`config.mk`:
```
export PLATFORM = sky130hd
export DESIGN_NAME = pllctl_seq
export DESIGN_NICKNAME = d
export VERILOG_FILES = /design/src/rtl/pllctl_pkg.sv /design/src/rtl/pllctl_regs.sv /design/src/rtl/pllctl_lockctr.sv /design/src/rtl/pllctl_ratio.sv /design/src/rtl/pllctl_seq.sv
export SDC_FILE = /design/constraint.sdc
export NUM_CORES = 1
export LEC_CHECK = 0
export ABC_AREA = 1
export ABC_CLOCK_PERIOD_IN_PS = 3360
export BUFFER_PORTS_ARGS = -buffer_cell sky130_fd_sc_hd__buf_2
export CORE_UTILIZATION = 45
export CTS_CLUSTER_DIAMETER = 100
export DETAILED_ROUTE_END_ITERATION = 12
export PLACE_DENSITY = 0.8
export SETUP_SLACK_MARGIN = 0.1
export SLEW_MARGIN = 40
export SYNTH_ARGS = -nofsm -noshare
export SYNTH_HDL_FRONTEND = slang
export SYNTH_SLANG_ARGS = --single-unit
```
`constraint.sdc`:
```
create_clock -name clk -period 3.36 [get_ports clk]
set_clock_uncertainty 0.15 [all_clocks]
set_input_delay 0.672 -clock clk [delete_from_list [all_inputs] [get_ports clk]]
set_output_delay 0.672 -clock clk [all_outputs]
set_load 0.01 [all_outputs]
```
`src/rtl/pllctl_pkg.sv`:
```
package pllctl_pkg;

    localparam int DATA_W   = 16;
    localparam int MULT_W   = 4;
    localparam int DSEL_W   = 2;
    localparam int DSEL_LSB = 7;
    localparam int DOFF_BIT = 6;
    localparam int RDIV_W   = 3;

    typedef enum logic {
        REG_MULT = 1'b0,
        REG_STAT = 1'b1
    } reg_sel_e;

    typedef struct packed {
        logic [MULT_W-1:0] mult;
        logic [DSEL_W-1:0] dsel;
        logic              det_off;
        logic              limp;
    } cfg_t;

    typedef struct packed {
        logic [MULT_W-1:0] num;
        logic [RDIV_W-1:0] div;
    } ratio_t;

    function automatic logic [RDIV_W-1:0] dsel_to_div(input logic [DSEL_W-1:0] s);
        logic [RDIV_W-1:0] d;
        case (s)
            2'd0:    d = 3'd4;
            2'd1:    d = 3'd2;
            2'd2:    d = 3'd2;
            default: d = 3'd1;
        endcase
        return d;
    endfunction

    function automatic logic [MULT_W-1:0] mult_to_num(input logic [MULT_W-1:0] m);
        return (m == '0) ? MULT_W'(1) : m;
    endfunction

    function automatic logic ratio_exceeds(input ratio_t r, input int unsigned ceiling);
        return int'(r.num) > int'(ceiling) * int'(r.div);
    endfunction

endpackage

```
`src/rtl/pllctl_regs.sv`:
```
module pllctl_regs
    import pllctl_pkg::*;
(
    input  logic              clk,
    input  logic              rst,
    input  logic              wr_unlock,
    input  logic              wr_en,
    input  logic              wr_sel,
    input  logic [DATA_W-1:0] wr_data,
    input  logic              miss_pulse,
    output cfg_t              cfg,
    output logic              mult_start
);

    cfg_t cfg_q;
    logic wr_ok;
    logic stat_wr;
    logic [MULT_W-1:0] mult_new;
    logic unused_wr_bits;

    assign unused_wr_bits = ^{wr_data[DATA_W-1:DSEL_LSB+DSEL_W], wr_data[DOFF_BIT-1:MULT_W]};

    assign wr_ok    = wr_unlock && wr_en;
    assign stat_wr  = wr_ok && (wr_sel == REG_STAT);
    assign mult_new = wr_data[MULT_W-1:0];

    // Multiplier changes only from divide-by-four and only when the value differs
    assign mult_start = wr_ok && (wr_sel == REG_MULT) &&
                        (cfg_q.dsel == '0) && (mult_new != cfg_q.mult);

    always_ff @(posedge clk) begin
        if (rst) begin
            cfg_q <= '0;
        end else begin
            if (mult_start) begin
                cfg_q.mult <= mult_new;
            end
            if (stat_wr) begin
                cfg_q.dsel    <= wr_data[DSEL_LSB +: DSEL_W];
                cfg_q.det_off <= wr_data[DOFF_BIT];
            end
            if (miss_pulse && !cfg_q.det_off) begin
                cfg_q.limp <= 1'b1;
            end
        end
    end

    assign cfg = cfg_q;

    AST_PROTECT_HOLD: assert property (@(posedge clk) disable iff (rst)
        !(wr_unlock && wr_en) |=> ($stable(cfg_q.mult) && $stable(cfg_q.dsel) && $stable(cfg_q.det_off)));

    AST_MULT_GATED: assert property (@(posedge clk) disable iff (rst)
        (cfg_q.dsel != '0) |=> $stable(cfg_q.mult));

    AST_LIMP_STICKY: assert property (@(posedge clk) disable iff (rst)
        cfg_q.limp |=> cfg_q.limp);

    AST_DETECT_BLOCK: assert property (@(posedge clk) disable iff (rst)
        (cfg_q.det_off && !cfg_q.limp) |=> !cfg_q.limp);

endmodule

```
`src/rtl/pllctl_lockctr.sv`:
```
module pllctl_lockctr #(
    parameter int unsigned LOCK_CYCLES = 1024
) (
    input  logic clk,
    input  logic rst,
    input  logic start,
    output logic locked
);

    localparam int CW = $clog2(LOCK_CYCLES + 1);

    logic [CW-1:0] cnt_q;

    always_ff @(posedge clk) begin
        if (rst) begin
            cnt_q <= '0;
        end else if (start) begin
            cnt_q <= CW'(LOCK_CYCLES);
        end else if (cnt_q != '0) begin
            cnt_q <= cnt_q - CW'(1);
        end
    end

    assign locked = (cnt_q == '0);

    AST_LOCK_DROP: assert property (@(posedge clk) disable iff (rst)
        start |=> !locked);

    AST_LOCK_KEEP: assert property (@(posedge clk) disable iff (rst)
        (locked && !start) |=> locked);

endmodule

```
`src/rtl/pllctl_ratio.sv`:
```
module pllctl_ratio
    import pllctl_pkg::*;
#(
    parameter int unsigned MAX_RATIO = 5,
    parameter int unsigned LIMP_NUM  = 1,
    parameter int unsigned LIMP_DIV  = 2
) (
    input  cfg_t   cfg,
    input  logic   locked,
    output ratio_t ratio,
    output logic   over
);

    ratio_t run_ratio;
    ratio_t half_ratio;
    ratio_t limp_ratio;

    assign run_ratio.num  = mult_to_num(cfg.mult);
    assign run_ratio.div  = dsel_to_div(cfg.dsel);
    assign half_ratio.num = MULT_W'(1);
    assign half_ratio.div = RDIV_W'(2);
    assign limp_ratio.num = MULT_W'(LIMP_NUM);
    assign limp_ratio.div = RDIV_W'(LIMP_DIV);

    always_comb begin
        if (cfg.limp) begin
            ratio = limp_ratio;
        end else if (!locked) begin
            ratio = half_ratio;
        end else begin
            ratio = run_ratio;
        end
    end

    assign over = ratio_exceeds(ratio, MAX_RATIO);

endmodule

```
`src/rtl/pllctl_seq.sv`:
```
module pllctl_seq
    import pllctl_pkg::*;
#(
    parameter int unsigned LOCK_CYCLES = 1024,
    parameter int unsigned MAX_RATIO   = 5,
    parameter int unsigned LIMP_NUM    = 1,
    parameter int unsigned LIMP_DIV    = 2
) (
    input  logic        clk,
    input  logic        rst,
    input  logic        wr_unlock,
    input  logic        wr_en,
    input  logic        wr_sel,
    input  logic [15:0] wr_data,
    input  logic        miss_pulse,
    output logic [3:0]  mult_cfg,
    output logic [1:0]  div_sel,
    output logic        detect_off,
    output logic        pll_locked,
    output logic        limp_active,
    output logic [3:0]  ratio_num,
    output logic [2:0]  ratio_div,
    output logic        over_speed
);

    cfg_t   cfg;
    ratio_t ratio;
    logic   mult_start;
    logic   locked;
    logic   over;

    pllctl_regs u_regs (
        .clk        (clk),
        .rst        (rst),
        .wr_unlock  (wr_unlock),
        .wr_en      (wr_en),
        .wr_sel     (wr_sel),
        .wr_data    (wr_data),
        .miss_pulse (miss_pulse),
        .cfg        (cfg),
        .mult_start (mult_start)
    );

    pllctl_lockctr #(.LOCK_CYCLES(LOCK_CYCLES)) u_lock (
        .clk    (clk),
        .rst    (rst),
        .start  (mult_start),
        .locked (locked)
    );

    pllctl_ratio #(
        .MAX_RATIO (MAX_RATIO),
        .LIMP_NUM  (LIMP_NUM),
        .LIMP_DIV  (LIMP_DIV)
    ) u_ratio (
        .cfg    (cfg),
        .locked (locked),
        .ratio  (ratio),
        .over   (over)
    );

    assign mult_cfg    = cfg.mult;
    assign div_sel     = cfg.dsel;
    assign detect_off  = cfg.det_off;
    assign limp_active = cfg.limp;
    assign pll_locked  = locked;
    assign ratio_num   = ratio.num;
    assign ratio_div   = ratio.div;
    assign over_speed  = over;

    AST_LOCK_HALF: assert property (@(posedge clk) disable iff (rst)
        (!pll_locked && !limp_active) |-> (ratio_num == 4'd1 && ratio_div == 3'd2));

    AST_DIV_ONEHOT: assert property (@(posedge clk) disable iff (rst)
        $countones(ratio_div) == 1);

    AST_LIMP_FORCE: assert property (@(posedge clk) disable iff (rst)
        limp_active |-> (ratio_num == 4'(LIMP_NUM) && ratio_div == 3'(LIMP_DIV)));

endmodule

```
==> results by group <==
Worst setup path
  • Critical path class: reg2out
  • Worst path most repeated cell: ha_4
  • R2R depth: 6
  • CP Cell Sequence: inv_2, ha_4, nand2_4, nor2_4, nand3_4, inv_6, nand2_8, nor2_4, ha_4, ha_4, inv_2, ha_4, nand2_2, o21ai_2, a21oi_1, buf_2
  • CP arrival: 2.45 ns
  • Critical Path Start: u_lock.cnt_q[0]
  • Critical Path Source Type: flop
  • Max stage delay on crit path: 0.34 ns
  • Crit path to: over_speed
  • Worst r2r dst: u_lock.cnt_q[0]
  • Setup crit end kind: output port
  • Critical R2R Launch: u_regs.cfg[2]
  • Critical Path RT: 2.54 ns
  • Slowest CP cell: dfxtp_2
  • FF-to-FF setup slack: 1.72 ns
  • Max FO, Critical Path: 4

Clock tree
  • Clk_lat worst skew: 0.32 ns
  • TritonCTS Buffers: 3
  • CTS clk-pin slew, worst paths: 0.13 ns
  • H-tree depth: 1
  • Root Buffer: clkbuf_4
  • TritonCTS clock tree: yes
  • CTS Buffer Depth: 2
  • Num Clock Sinks: 19

Finish
  • Proportion of layout cells with a drive suffix above 1: 39.1%
  • Area grow syn2layout: 31.6%
  • Fill cells: 214
  • N_diodes: 0
  • Net count, final: 260
  • Commonest non-fill, non-tap cell in the layout: nor2_1
  • Commonest cells after routing, fill and taps aside: nor2_1, buf_2, inv_1

STA
  • RSZ-0062 raised after global routing: true
  • Fmax: 305 MHz
  • Fin. Hold Viols: 0
  • Setup TNS: 0 ns
  • Setup Viol. Count Final: 0
  • Rel. slew slack: 74.0%
  • Slew Viols, Final: 0
  • Hold Slack: 0.329 ns
  • Final min period: 3.27 ns
  • Worst slew pin tran: 0.390 ns
  • Final worst-path cycle share: 97.5%

Drt
  • Initial drt markers: 32
  • Total number of vias: 1313
  • Vias per inst: 5.13
  • WL/cell: 12.3 µm
  • WL final: 3.15 mm
  • Post-route ant nets: 0
  • TritonRoute pass-1 iters: 4
  • DR DRC count: 0

Run status
  • Status: completed

Global route
  • Total track usage: 20.0%
  • Number of global-route vias before repair: 1230
  • First-pass GRT wire length: 4.94 mm
  • Largest net degree at the start of global routing: 13
  • GRT overflow: 0
  • Antenna violations before repair: 0

Synthesis
  • Post-synth net total: 213
  • FF+latch count, synth: 19
  • Ys Warns: 0
  • Mapped Avg Cell Area: 7.23 µm²
  • Netlist cell types: 24
  • Post-Syn Area: 1290 µm²
  • Post-Syn Instances: 179
  • Post-synthesis sequential area ratio: 29.4%

Floorplan
  • Rows: 19
  • Initial Utilization: 47.3%
  • Die height: 55.6 µm
  • Die Width: 55.6 µm
  • Core ar.: 2730 µm²
  • # IOs: 39
  • Die Footprint: 3090 µm²

Place
  • RD Place Congestion: 0.843
  • Detailed placement HPWL: 2.00 mm
  • Port bufs: 29

Pwr
  • Power per cell area: 690 nW/µm²
  • Maximum vdd ir drop: 0.569 mV
  • Static Leak: 0.845 nW
  • Total power: 1.18 mW

Worst hold path
  • Hold WC Path Type: reg2reg

Flow run
  • Max cap viols: 0
## state kept, by name, summed over array words and instances (netlist names)
| signal | count |
|---|---|
| u_regs.cfg | 8 |
| u_lock.cnt_q | 11 |
## power breakdown
part / leakage [nW] / total [mW] / switching (mW) / internal [mW]
Sequential: 0.157 / 0.322 / 0.0472 / 0.275
Combinational: 0.674 / 0.727 / 0.414 / 0.313
Clock: 0.0139 / 0.126 / 0.0808 / 0.0455
## worst max-delay path: cells and delay by family, from the launching register on
kind / cells / cell delay, ns
fa+ha+maj: 4 / 0.71
compound gates: 2 / 0.16
buf+inv: 4 / 0.39
simple gates: 6 / 0.53
flops: 1 / 0.34
## cell type report
class / instances / area [µm²] / share of cell area, %
Multi-Input combinational cell: 129 / 885 / 51.9
Sequential cell: 19 / 385 / 22.6
Timing Repair Buffer: 42 / 243 / 14.3
Inverter: 31 / 121 / 7.13
Tap cell: 31 / 38.8 / 2.28
Clock buffer: 3 / 22.5 / 1.32
Clock inverter: 1 / 7.51 / 0.441
## worst min-delay path by stage
stage	startpoint	to	slack [ns]	cells past startpoint
global placement	u_regs.cfg[1]	u_regs.cfg[1]	0.31	2
floorplan	u_regs.cfg[1]	u_regs.cfg[1]	0.34	2
finish	u_regs.cfg[1]	u_regs.cfg[1]	0.33	2
global route	u_regs.cfg[1]	u_regs.cfg[1]	0.37	2
CTS	u_regs.cfg[1]	u_regs.cfg[1]	0.33	2
detailed placement	u_regs.cfg[1]	u_regs.cfg[1]	0.31	2
## routing by layer
layer	GRT usage (%)	vias to the layer above	wire (µm)
met1	22.5	620	1350
met2	35.3	32	1630
met4	13.2	0	64
met5	0	-	0
met3	2.56	6	111
li1	-	655	-
## metrics by stage
stage | cell area, µm² | util, % | instances | setup WS [ns]
after CTS | 1650 | 60.5 | 252 | 0.109
after global routing | 1700 | 62.3 | 256 | -0.0344
final | 1700 | 62.3 | 256 | 0.0853
after global placement | 1490 | 54.6 | 241 | 0.242
after floorplan | 1290 | - | 179 | 0.127
after detailed placement | 1490 | 54.6 | 241 | 0.212
## kinds of logic (layout without fill, tap and decap cells)
kind of cell	Yosys count	after routing	synth area share, %
AND/OR/NAND/NOR	85	85	34.1
adder cells (fa/ha/maj)	12	12	11.6
flip-flops	19	19	29.4
XOR/XNOR	9	9	6.09
buffers and inverters	31	77	9.19
AO/OA/AOI/OAI	23	23	9.57
## synthesized netlist by cell type
| master | number | area, µm² |
|---|---|---|
| nor2_1 | 35 | 131 |
| inv_1 | 25 | 93.8 |
| dfxtp_1 | 19 | 380 |
| nand2_1 | 19 | 71.3 |
| a21oi_1 | 12 | 60.1 |
| ha_1 | 12 | 150 |
| nand3_1 | 12 | 60.1 |
| xor2_1 | 8 | 70.1 |
| o21ai_0 | 7 | 35.0 |
| inv_2 | 5 | 18.8 |
| nor2_2 | 5 | 31.3 |
| nand2_2 | 4 | 25.0 |
| nor2_4 | 4 | 45.0 |
| nand2_4 | 2 | 22.5 |
| a21o_1 | 1 | 7.51 |
| a31o_2 | 1 | 8.76 |
| inv_4 | 1 | 6.26 |
| nand3_4 | 1 | 17.5 |
| nand4_1 | 1 | 6.26 |
| nand4_2 | 1 | 12.5 |
| nor3b_4 | 1 | 18.8 |
| o211ai_1 | 1 | 7.51 |
| o21ai_1 | 1 | 5.00 |
| xnor2_1 | 1 | 8.76 |
## what timing repair did
action	in CTS	in global routing
hold buffers	0	0
buffers inserted	7	4
resized for setup	18	7
endpoints found under the setup margin	1	1
pin swaps	5	8
Note: power is estimated with default switching activity, not from simulation.
